==> src/rtl/gct_pkg.sv <==
package gct_pkg;

  // next slot index on a ring of n slots
  function automatic int unsigned ring_next(int unsigned p, int unsigned n);
    return (p + 1 >= n) ? 0 : p + 1;
  endfunction

  // distance of a tag from the head, counted in acceptance order
  function automatic int unsigned ring_age(int unsigned tag, int unsigned head, int unsigned n);
    return (tag >= head) ? tag - head : tag + n - head;
  endfunction

endpackage

==> src/rtl/gct_ring_ctl.sv <==
module gct_ring_ctl #(
  parameter int unsigned N  = 20,
  parameter int unsigned TW = 5,
  parameter int unsigned CW = 5
) (
  input  logic          clk,
  input  logic          rst_n,
  input  logic          do_alloc,
  input  logic          do_retire,
  input  logic          flush_req,
  input  logic [TW-1:0] flush_tag,
  output logic [TW-1:0] head,
  output logic [TW-1:0] tail,
  output logic [CW-1:0] count
);
  import gct_pkg::*;

  logic [TW-1:0] head_q, tail_q;
  logic [CW-1:0] cnt_q;

  always_ff @(posedge clk) begin
    if (!rst_n) begin
      head_q <= '0;
      tail_q <= '0;
      cnt_q  <= '0;
    end else if (flush_req) begin
      tail_q <= TW'(ring_next(32'(flush_tag), N));
      cnt_q  <= CW'(ring_age(32'(flush_tag), 32'(head_q), N) + 1);
    end else begin
      if (do_alloc)  tail_q <= TW'(ring_next(32'(tail_q), N));
      if (do_retire) head_q <= TW'(ring_next(32'(head_q), N));
      if (do_alloc && !do_retire)      cnt_q <= cnt_q + 1'b1;
      else if (!do_alloc && do_retire) cnt_q <= cnt_q - 1'b1;
    end
  end

  assign head  = head_q;
  assign tail  = tail_q;
  assign count = cnt_q;

  AST_NO_OVERFLOW: assert property (@(posedge clk) disable iff (!rst_n)
    32'(cnt_q) <= N);
  AST_CNT_STEP: assert property (@(posedge clk) disable iff (!rst_n)
    !flush_req |=> (32'(cnt_q) <= 32'($past(cnt_q)) + 1) && (32'(cnt_q) + 1 >= 32'($past(cnt_q))));

endmodule

==> src/rtl/gct_flags.sv <==
module gct_flags #(
  parameter int unsigned N  = 20,
  parameter int unsigned TW = 5
) (
  input  logic          clk,
  input  logic          rst_n,
  input  logic          do_alloc,
  input  logic [TW-1:0] tail,
  input  logic          alloc_sb_set,
  input  logic          cpl_hit,
  input  logic [TW-1:0] cpl_tag,
  output logic [N-1:0]  done_vec,
  output logic [N-1:0]  sbs_vec
);

  for (genvar i = 0; i < N; i++) begin : g_slot
    logic done_q, sbs_q;
    always_ff @(posedge clk) begin
      if (!rst_n) begin
        done_q <= 1'b0;
        sbs_q  <= 1'b0;
      end else if (do_alloc && tail == TW'(i)) begin
        done_q <= 1'b0;
        sbs_q  <= alloc_sb_set;
      end else if (cpl_hit && cpl_tag == TW'(i)) begin
        done_q <= 1'b1;
      end
    end
    assign done_vec[i] = done_q;
    assign sbs_vec[i]  = sbs_q;
  end

  AST_DONE_CLR: assert property (@(posedge clk) disable iff (!rst_n)
    do_alloc |=> !done_vec[$past(tail)]);

endmodule

==> src/rtl/gct_sb.sv <==
module gct_sb #(
  parameter int unsigned N  = 20,
  parameter int unsigned TW = 5
) (
  input  logic          clk,
  input  logic          rst_n,
  input  logic          set_en,
  input  logic [TW-1:0] set_tag,
  input  logic          retire_en,
  input  logic          retire_is_owner,
  input  logic          flush_req,
  input  logic [TW-1:0] flush_tag,
  input  logic [TW-1:0] head,
  output logic          busy
);
  import gct_pkg::*;

  logic          busy_q;
  logic [TW-1:0] owner_q;
  logic          owner_flushed;

  assign owner_flushed = flush_req && busy_q &&
    (ring_age(32'(owner_q), 32'(head), N) > ring_age(32'(flush_tag), 32'(head), N));

  always_ff @(posedge clk) begin
    if (!rst_n) begin
      busy_q  <= 1'b0;
      owner_q <= '0;
    end else if (owner_flushed) begin
      busy_q <= 1'b0;
    end else if (retire_en && retire_is_owner) begin
      busy_q <= 1'b0;
    end else if (set_en) begin
      busy_q  <= 1'b1;
      owner_q <= set_tag;
    end
  end

  assign busy = busy_q;

  AST_SB_SET: assert property (@(posedge clk) disable iff (!rst_n)
    set_en |=> busy);
  AST_SB_SINGLE: assert property (@(posedge clk) disable iff (!rst_n)
    busy_q |-> !set_en);

endmodule

==> src/rtl/group_cpl_table.sv <==
module group_cpl_table #(
  parameter int unsigned N  = 20,
  parameter int unsigned TW = $clog2(N),
  parameter int unsigned CW = $clog2(N + 1)
) (
  input  logic          clk,
  input  logic          rst_n,
  input  logic          alloc_req,
  input  logic          alloc_sb_set,
  input  logic          alloc_sb_use,
  output logic          alloc_ok,
  output logic [TW-1:0] alloc_tag,
  input  logic          cpl_valid,
  input  logic [TW-1:0] cpl_tag,
  output logic          retire_valid,
  output logic [TW-1:0] retire_tag,
  input  logic          flush_req,
  input  logic [TW-1:0] flush_tag,
  output logic          sb_busy,
  output logic [CW-1:0] occupancy,
  output logic [N-1:0]  oldest_vec
);
  import gct_pkg::*;

  logic [TW-1:0] head, tail;
  logic [CW-1:0] count;
  logic [N-1:0]  done_vec, sbs_vec;
  logic          full, empty, sb_block, cpl_hit;

  assign full     = (32'(count) == N);
  assign empty    = (count == '0);
  assign sb_block = sb_busy && (alloc_sb_use || alloc_sb_set);
  assign alloc_ok = alloc_req && !full && !sb_block && !flush_req;
  assign alloc_tag = tail;

  assign retire_valid = !empty && done_vec[head] && !flush_req;
  assign retire_tag   = head;

  assign cpl_hit = cpl_valid && (32'(cpl_tag) < N) &&
                   (ring_age(32'(cpl_tag), 32'(head), N) < 32'(count));

  assign occupancy = count;

  for (genvar i = 0; i < N; i++) begin : g_oldest
    assign oldest_vec[i] = !empty && (head == TW'(i));
  end

  gct_ring_ctl #(.N(N), .TW(TW), .CW(CW)) u_ring (
    .clk(clk), .rst_n(rst_n), .do_alloc(alloc_ok), .do_retire(retire_valid),
    .flush_req(flush_req), .flush_tag(flush_tag),
    .head(head), .tail(tail), .count(count)
  );

  gct_flags #(.N(N), .TW(TW)) u_flags (
    .clk(clk), .rst_n(rst_n), .do_alloc(alloc_ok), .tail(tail),
    .alloc_sb_set(alloc_sb_set), .cpl_hit(cpl_hit), .cpl_tag(cpl_tag),
    .done_vec(done_vec), .sbs_vec(sbs_vec)
  );

  gct_sb #(.N(N), .TW(TW)) u_sb (
    .clk(clk), .rst_n(rst_n), .set_en(alloc_ok && alloc_sb_set), .set_tag(tail),
    .retire_en(retire_valid), .retire_is_owner(sbs_vec[head]),
    .flush_req(flush_req), .flush_tag(flush_tag), .head(head), .busy(sb_busy)
  );

  AST_FULL_REFUSE: assert property (@(posedge clk) disable iff (!rst_n)
    full |-> !alloc_ok);
  AST_RETIRE_VALID: assert property (@(posedge clk) disable iff (!rst_n)
    retire_valid |-> !empty);
  AST_SB_HOLD: assert property (@(posedge clk) disable iff (!rst_n)
    (sb_busy && alloc_sb_use) |-> !alloc_ok);
  AST_OLDEST_ONE: assert property (@(posedge clk) disable iff (!rst_n)
    $onehot0(oldest_vec));
  AST_FLUSH_QUIET: assert property (@(posedge clk) disable iff (!rst_n)
    flush_req |-> (!alloc_ok && !retire_valid));

endmodule

==> config.mk <==
export PLATFORM = sky130hd
export DESIGN_NAME = group_cpl_table
export DESIGN_NICKNAME = d
export VERILOG_FILES = /design/src/rtl/gct_pkg.sv /design/src/rtl/gct_ring_ctl.sv /design/src/rtl/gct_flags.sv /design/src/rtl/gct_sb.sv /design/src/rtl/group_cpl_table.sv
export SDC_FILE = /design/constraint.sdc
export NUM_CORES = 1
export LEC_CHECK = 0
export BUFFER_PORTS_ARGS = -buffer_cell sky130_fd_sc_hd__buf_2
export CORE_AREA = 5 5 112 114
export DETAILED_ROUTE_END_ITERATION = 12
export DIE_AREA = 0 0 117 119
export GPL_ROUTABILITY_DRIVEN = 0
export PLACE_DENSITY = 0.68
export SETUP_SLACK_MARGIN = 0.02
export SLEW_MARGIN = 20
export SYNTH_ARGS = -nofsm -noshare
export SYNTH_HDL_FRONTEND = slang
export SYNTH_SLANG_ARGS = --single-unit
export TNS_END_PERCENT = 10
==> constraint.sdc <==
create_clock -name clk -period 9.55 [get_ports clk]
set_input_delay 0 -clock clk [delete_from_list [all_inputs] [get_ports clk]]
set_output_delay 0 -clock clk [all_outputs]
set_load 0.01 [all_outputs]
==> impl_summary.log, run 1 <==
[metrics] top cells by area in the synthesized netlist: sky130_fd_sc_hd__dfxtp_1 22%, sky130_fd_sc_hd__ha_1 14%, sky130_fd_sc_hd__nand2_1 7.0%, sky130_fd_sc_hd__nand3_1 4.6%, sky130_fd_sc_hd__mux2i_1 3.2%
[metrics] CORE AREA: 11300 um2
[metrics] cell area power density: 130 nW/um2
[metrics] Yosys warning total: 0
[metrics] top-level I/O count: 55
[metrics] fraction of post-synthesis cell area in the top cell type by area: 0.220
[metrics] Primary FF master, synth: sky130_fd_sc_hd__dfxtp_1
[metrics] row cnt: 39
[metrics] leakage power: 2.52 nW
[metrics] synth-to-layout area growth: 11.0%
[metrics] GRT Util Overall: 0.223
[metrics] Final Hold Viols: 0
[metrics] Max Buffers Root-to-Sink: 2
[metrics] Post-route DRC: 0
[metrics] maximum capacitance violations: 0
[metrics] fraction of final layout cells sized beyond drive strength 1: 0.124
[metrics] total wire length after detailed routing: 15700 um
[metrics] Critical Setup Path Class: register to register
[metrics] Syn Nets: 807
[metrics] count of cells along the worst hold path: 3
[metrics] area of placed instances: a little under 6000 um2
[metrics] register bit count reported by yosys: between 60 and 70
[metrics] Post-layout nets: about 840
[metrics] DR WL/cell: approximately 17 um
[metrics] async set-reset flop share out of synthesis: 0
[metrics] number of I/O port buffers: 54
[metrics] endpoint arrival time on the critical path: 4.65 ns
[metrics] endpoints failing setup: 0
[metrics] endpoint kind of the worst setup timing path: register
[metrics] final worst-path cycle share: 0.461
[metrics] setup repair after global routing missed its margin: no
[metrics] ANT nets after route: 0
[metrics] total setup buffers inserted after CTS: 0
[metrics] Avg Cell Area, Syn: 7.69 um2
[metrics] Clock Skew: 0.0102 ns
[metrics] highest attainable clock frequency: ~230 MHz
[metrics] largest net degree at the start of global routing: 81
[metrics] vias in the first global route: 5153
[metrics] Syn Inst Count: slightly above 700
[metrics] register cell area after layout: 1220 um2
[metrics] maximum level of the CTS H-tree: 3
[metrics] critical-path maximum fanout: 16
[metrics] library cell with the largest summed area after synthesis: sky130_fd_sc_hd__dfxtp_1
[metrics] Die Span X: 117 um
[metrics] kind of path behind the tightest hold check: input port to register
[metrics] number of distinct library cell variants in the gate-level netlist after synthesis: a little over 70
[metrics] initial antenna violation count: 0
[metrics] total congestion overflow after global routing: 0
[metrics] router iterations before antenna repair: 4
[metrics] max-slew violation total from the final report: 0
[metrics] highest ir drop seen on vdd: 69.2 uV
[metrics] Endpoint, Worst Hold: u_flags.g_slot[3].done_q$_SDFFE_PP0P_
[metrics] violation count after the first detailed-route iteration: 403
[metrics] depth of the worst register-to-register path: 13
[metrics] initial core utilization: 0.490
[metrics] utilization after layout: 0.544
[metrics] global-route wire length before repair: 24900 um
[metrics] library cell used as clock root buffer: sky130_fd_sc_hd__clkbuf_16
[metrics] estimated wirelength of the detail-placed design: 11600 um
[metrics] diodes inserted: 0
[metrics] DR vias: 5372
[metrics] sum of negative setup slack: 0 ns
[metrics] Post-synth EDFFs: 0
[metrics] die boundary height: 119 um
[metrics] average vias per placed instance: 5.95
[metrics] Clock Latency Late Sink: 0.34 ns
[metrics] data required time at the worst endpoint: 9.79 ns
[metrics] fin crit period: 4.40 ns
[metrics] Filler Cell Count: around 1100
[metrics] source of the worst hold timing path: cpl_tag[1]
[metrics] Mapped Area: 5550 um2
[metrics] clock slew at the register clock pins of the worst setup and hold paths: about 0.06 ns
[metrics] Final Instance Area: 6150 um2
[metrics] area of the die: 13900 um2
[metrics] Post-synth top cells: 104 x sky130_fd_sc_hd__nand2_1, 62 x sky130_fd_sc_hd__ha_1, 61 x sky130_fd_sc_hd__dfxtp_1
[metrics] clock tree from TritonCTS: yes
[metrics] reg-to-reg slack, setup: 5.15 ns
[metrics] result of the run: complete, no violations
[metrics] startpoint class of the critical path: register
[metrics] sequential fraction of the synthesis area: 0.220
[metrics] Reg-to-Reg End: u_flags.g_slot[8].done_q$_SDFFE_PP0P_
[metrics] Tightest Pin Transition: 0.991 ns
[metrics] worst-case headroom to the max-slew limit: 0.336
[metrics] FF-to-FF Start: u_ring.head[3]$_SDFFE_PN0P_
[metrics] most common cell in the synthesized netlist: sky130_fd_sc_hd__nand2_1
[metrics] area of combinational cells with multiple inputs: 3970 um2
[metrics] sink count of the clock tree: 61
[metrics] TritonCTS Buffers: 9
==> how the worst max path moves through the flow <==
stage / cells past startpoint / from / slack, ns / endpoint
2_1_floorplan: 17 / u_ring.head[1]$_SDFFE_PN0P_ / 5.95 / u_flags.g_slot[0].done_q$_SDFFE_PP0P_
3_3_place_gp: 15 / u_ring.head[1]$_SDFFE_PN0P_ / 5.42 / u_flags.g_slot[10].done_q$_SDFFE_PP0P_
3_5_place_dp: 15 / u_ring.head[1]$_SDFFE_PN0P_ / 5.23 / u_flags.g_slot[8].done_q$_SDFFE_PP0P_
4_1_cts: 15 / u_ring.head[1]$_SDFFE_PN0P_ / 5.20 / u_flags.g_slot[8].done_q$_SDFFE_PP0P_
5_1_grt: 15 / u_ring.head[1]$_SDFFE_PN0P_ / 4.88 / u_flags.g_slot[10].done_q$_SDFFE_PP0P_
6_report: 13 / u_ring.head[3]$_SDFFE_PN0P_ / 5.15 / u_flags.g_slot[8].done_q$_SDFFE_PP0P_
==> worst max-delay path: stages (launching register included) <==
cell and delay [ns]:
sky130_fd_sc_hd__dfxtp_1 0.68, sky130_fd_sc_hd__inv_1 0.39, sky130_fd_sc_hd__ha_1 0.46, sky130_fd_sc_hd__ha_1 0.37
sky130_fd_sc_hd__o21ai_0 0.10, sky130_fd_sc_hd__nand2_1 0.11, sky130_fd_sc_hd__xor2_1 0.15, sky130_fd_sc_hd__a21oi_1 0.14
sky130_fd_sc_hd__ha_1 0.25, sky130_fd_sc_hd__nand2_1 0.07, sky130_fd_sc_hd__nand4b_1 0.09, sky130_fd_sc_hd__a31oi_1 0.74
sky130_fd_sc_hd__nand4_1 0.40, sky130_fd_sc_hd__o31ai_1 0.34
==> power by group <==
| group | internal [mW] | leakage, nW | switching, mW | total [mW] |
|---|---|---|---|---|
| Combinational | 0.0688 | 1.87 | 0.107 | 0.175 |
| Sequential | 0.261 | 0.494 | 0.0133 | 0.275 |
| Clock | 0.219 | 0.153 | 0.130 | 0.349 |
| Total | 0.549 | 2.52 | 0.250 | 0.799 |
==> registers in the layout, indices dropped and copies added (netlist names) <==
register and flops:
u_flags.g_slot.done_q 20, u_flags.g_slot.sbs_q 20, u_ring.count 5, u_ring.head 5
u_ring.tail 5, u_sb.busy 1, u_sb.owner_q 5
==> cell families after synthesis <==
kind of cell	after synthesis	synth area share
simple gates	301	0.265
buf+inv	79	0.0632
mux	22	0.0453
flops	61	0.220
fa+ha+maj	69	0.165
xor+xnor	24	0.0393
compound gates	165	0.202
==> through the flow <==
step	setup slack, ns	power (mW)	cells	hold WS (ns)
2_1_floorplan	5.95	0.404	721	0.146
3_3_place_gp	5.42	0.447	886	0.334
3_5_place_dp	5.23	0.453	886	0.348
4_1_cts	5.20	0.802	903	0.0551
5_1_grt	4.88	0.835	903	0.0778
6_report	5.15	0.799	903	0.0552
==> timing repair <==
item	4_1_cts	5_1_grt
gates resized for setup	0	0
hold buffers	1	0
endpoints found under the setup margin	0	0
endpoints found under the hold margin	1	0
==> layer usage <==
metal	GRT usage	vias to the layer above	wire (um)	share of wire
met5	0	-	0	0
met4	0.0796	0	320	0.020
met3	0.0279	26	677	0.043
met2	0.389	127	7780	0.50
met1	0.277	2592	6900	0.44
li1	-	2627	-	-
==> cell usage in the layout, fill, tap and decap left out, types with 9 or more instances in the layout <==
cell                        netlist  layout
sky130_fd_sc_hd__nand2_1        104     104
sky130_fd_sc_hd__ha_1            62      62
sky130_fd_sc_hd__dfxtp_1         61      61
sky130_fd_sc_hd__buf_2           10      54
sky130_fd_sc_hd__nand3_1         51      51
sky130_fd_sc_hd__nor2_1          47      47
sky130_fd_sc_hd__inv_1           45      45
sky130_fd_sc_hd__a21oi_1         32      32
sky130_fd_sc_hd__o21ai_0         28      28
sky130_fd_sc_hd__a21boi_0        23      23
sky130_fd_sc_hd__nor3_1          21      21
sky130_fd_sc_hd__mux2i_1         18      18
sky130_fd_sc_hd__a31oi_1         16      16
sky130_fd_sc_hd__and3_1          13      13
sky130_fd_sc_hd__xor2_1          13      13
sky130_fd_sc_hd__nor2b_1         12      12
sky130_fd_sc_hd__nand4_1         11      11
sky130_fd_sc_hd__and2_1          10      10
sky130_fd_sc_hd__xnor2_1         10      10
sky130_fd_sc_hd__o31ai_1         10      10
sky130_fd_sc_hd__clkbuf_16        0       9
==> area by class of cell <==
cell class | instances | share of cell area
tap | 143 | 0.0291
inverter | 45 | 0.0274
clock inverter | 5 | 0.0104
timing repair buffer | 57 | 0.0480
sequential | 61 | 0.198
multi-input combinational | 581 | 0.646
clock buffer | 11 | 0.0411
No activity file was read; power rests on OpenSTA's default activity.
==> inputs of run 2 (changes only) <==
--- a/config.mk
+++ b/config.mk
@@ -10,7 +10,7 @@
 export DETAILED_ROUTE_END_ITERATION = 12
 export DIE_AREA = 0 0 117 119
 export GPL_ROUTABILITY_DRIVEN = 0
-export PLACE_DENSITY = 0.68
+export PLACE_DENSITY = 0.71
 export SETUP_SLACK_MARGIN = 0.02
 export SLEW_MARGIN = 20
 export SYNTH_ARGS = -nofsm -noshare
==> constraint.sdc (replaced) <==
create_clock -name clk -period 3.6 [get_ports clk]
set_input_delay 0 -clock clk [delete_from_list [all_inputs] [get_ports clk]]
set_output_delay 0 -clock clk [all_outputs]
set_load 0.01 [all_outputs]
==> run 2 against run 1 <==
Compared with the run above: via count up 0.20%; maximum frequency up 28%; final cell count up 1.2%; die area unchanged; largest cell class unchanged; sequential cell count unchanged; cell area up 0.67%; critical path type unchanged; critical endpoint is now u_flags.g_slot[10].done_q$_SDFFE_PP0P_; clock skew down 0.0015 ns; register-to-register slack worse by 5.0 ns.
==> impl_summary.log, run 2 (synthesized netlist as in run 1, its figures left out) <==
[metrics] result of the run: complete, no violations
[metrics] sink count of the clock tree: 61
[metrics] average vias per placed instance: 5.89
[metrics] initial antenna violation count: 0
[metrics] violation count after the first detailed-route iteration: 466
[metrics] total congestion overflow after global routing: 0
[metrics] clock slew at the register clock pins of the worst setup and hold paths: roughly 0.060 ns
[metrics] max-slew violation total from the final report: 0
[metrics] Crit path top cell by count: sky130_fd_sc_hd__ha_1
[metrics] synth-to-layout area growth: 11.7%
[metrics] sum of negative setup slack: 0 ns
[metrics] utilization after layout: 0.547
[metrics] number of I/O port buffers: 54
[metrics] Critical Setup Path Class: register to register
[metrics] library cell used as clock root buffer: sky130_fd_sc_hd__clkbuf_16
[metrics] top-level I/O count: 55
[metrics] endpoints failing setup: 0
[metrics] most common library cell in the layout ignoring fill and taps: sky130_fd_sc_hd__nand2_1
[metrics] critical-path maximum fanout: 9
[metrics] DR WL/cell: 17.0 um
[metrics] Final Power: 2.00 mW
[metrics] data required time at the worst endpoint: 3.84 ns
[metrics] TritonCTS Buffers: 9
[metrics] GRT Util Overall: 0.223
[metrics] Post-layout nets: 852
[metrics] Clock Latency Late Sink: 0.33 ns
[metrics] worst-case headroom to the max-slew limit: 0.456
[metrics] router iterations before antenna repair: 7
[metrics] total placed cells including tap cells: 897
[metrics] die boundary height: 119 um
[metrics] Post-route DRC: 0
[metrics] Max Buffers Root-to-Sink: 2
[metrics] fin crit period: 3.44 ns
[metrics] final worst-path cycle share: 0.957
[metrics] Tightest Pin Transition: 0.816 ns
[metrics] register cell area after layout: 1220 um2
[metrics] diodes inserted: 0
[metrics] Final Hold Viols: 0
[metrics] total setup buffers inserted after CTS: 0
[metrics] total wire length after detailed routing: around 16000 um
[metrics] cell area power density: between 300 and 400 nW/um2
[metrics] leakage power: 2.55 nW
[metrics] global-route wire length before repair: about 25000 um
[metrics] Top Family by Delay on Critical Path: adder cells
[metrics] estimated wirelength of the detail-placed design: 12000 um
[metrics] highest ir drop seen on vdd: around 190 uV
[metrics] initial core utilization: 0.490
[metrics] reg-to-reg slack, setup: approximately 0.16 ns
[metrics] WP buf/inv: 1
[metrics] area of combinational cells with multiple inputs: ~4000 um2
[metrics] final hold slack: 0.0180 ns
[metrics] Filler Cell Count: 1065
[metrics] ANT nets after route: 0
[metrics] Layout Cells excl Fill: 914
[metrics] critical path's largest stage delay: 0.41 ns
[metrics] highest attainable clock frequency: 290 MHz
[metrics] maximum level of the CTS H-tree: 3
[metrics] startpoint class of the critical path: register
[metrics] row cnt: 39
[metrics] fraction of final layout cells sized beyond drive strength 1: 0.139
[metrics] area of the die: 13900 um2
[metrics] Clock Skew: just under 0.009 ns
[metrics] registers with the most flip-flops: u_flags.g_slot.done_q (20), u_flags.g_slot.sbs_q (20)
[metrics] CORE AREA: 11300 um2
[metrics] endpoint kind of the worst setup timing path: register
[metrics] endpoint arrival time on the critical path: 3.68 ns
[metrics] setup repair after global routing missed its margin: yes
[metrics] slowest CP cell: sky130_fd_sc_hd__ha_1
[metrics] clock tree from TritonCTS: yes
[metrics] DR vias: 5383
[metrics] vias in the first global route: 5126
[metrics] critical path, cell by cell: inv_1 > ha_1 > ha_1 > o21ai_0 > nand2_1 > xor2_1 > a21oi_1 > ha_1 > nand2_1 > nand4b_1 > a31oi_1 > nand4_1 > o31ai_1
[metrics] kind of path behind the tightest hold check: input port to register
[metrics] commonest cells after routing, fill and taps aside: 104 x sky130_fd_sc_hd__nand2_1, 62 x sky130_fd_sc_hd__ha_1, 59 x sky130_fd_sc_hd__dfxtp_1, 54 x sky130_fd_sc_hd__buf_2, 51 x sky130_fd_sc_hd__nand3_1
[metrics] largest net degree at the start of global routing: approximately 50
[metrics] maximum capacitance violations: 0
[metrics] Die Span X: 117 um
==> run 2: cell count changes in the layout (fill, tap and decap cells not counted), sizes merged <==
cell / previous run / this run
buf: 56 / 67
inv: 48 / 45
clkbuf: 11 / 10
clkinv: 0 / 5
bufinv: 1 / 0
==> run 2: worst reg2reg max path, delay by kind of cell, from the launching register on <==
| kind | cells | cell delay, ns |
|---|---|---|
| adders and majority gates | 3 | 1.05 |
| AOI/OAI and AO/OA | 4 | 0.95 |
| and+or+nand+nor | 4 | 0.57 |
| buffers and inverters | 1 | 0.35 |
| DFF | 1 | 0.31 |
| xor gates and xnor gates | 1 | 0.14 |
==> run 2: report_power, final <==
part / total, mW / switching, mW / internal (mW)
Clock: 0.790 / 0.326 / 0.464
Combinational: 0.480 / 0.291 / 0.189
Sequential: 0.725 / 0.0322 / 0.693
==> run 2: cell type report <==
| class | instances | area share |
|---|---|---|
| clock buffer | 10 | 0.0370 |
| clock inverter | 6 | 0.00646 |
| inverter | 45 | 0.0273 |
| multi-input combinational | 581 | 0.642 |
| sequential | 61 | 0.197 |
| tap | 143 | 0.0289 |
| timing repair buffer | 68 | 0.0610 |
==> run 2: routing by layer <==
layer  part of all wire  up-vias  GRT usage  wire length, um
li1                   -     2645          -                -
met1               0.44     2526      0.295             6880
met2               0.47      187      0.365             7340
met3              0.066       25     0.0467             1020
met4              0.019        0     0.0638              294
met5                  0        -          0                0
==> run 2: final timing paths <==
path                                            endpoint  depth (start not counted)                          from
setup / recovery  u_flags.g_slot[10].done_q$_SDFFE_PP0P_                         13   u_ring.head[3]$_SDFFE_PN0P_
hold / removal     u_flags.g_slot[7].done_q$_SDFFE_PP0P_                          3                    cpl_tag[0]
setup reg to reg  u_flags.g_slot[10].done_q$_SDFFE_PP0P_                         13   u_ring.head[3]$_SDFFE_PN0P_
hold reg to reg             u_sb.owner_q[0]$_SDFFE_PN0P_                          2  u_sb.owner_q[0]$_SDFFE_PN0P_
==> run 2: what timing repair did <==
action / 4_1_cts / 5_1_grt
endpoints found under the setup margin: 0 / 13
hold endpoints to repair: 0 / 1
hold buffers: 0 / 1
gates resized for setup: 0 / 2
==> run 2: per-stage QoR <==
step / instance area (um2) / setup WS, ns
after detailed placement: 5910 / 0.118
after global placement: 5910 / 0.291
after CTS: 6180 / 0.101
after floorplan: 5550 / 0.137
final: 6200 / 0.156
after global routing: 6200 / -0.0201
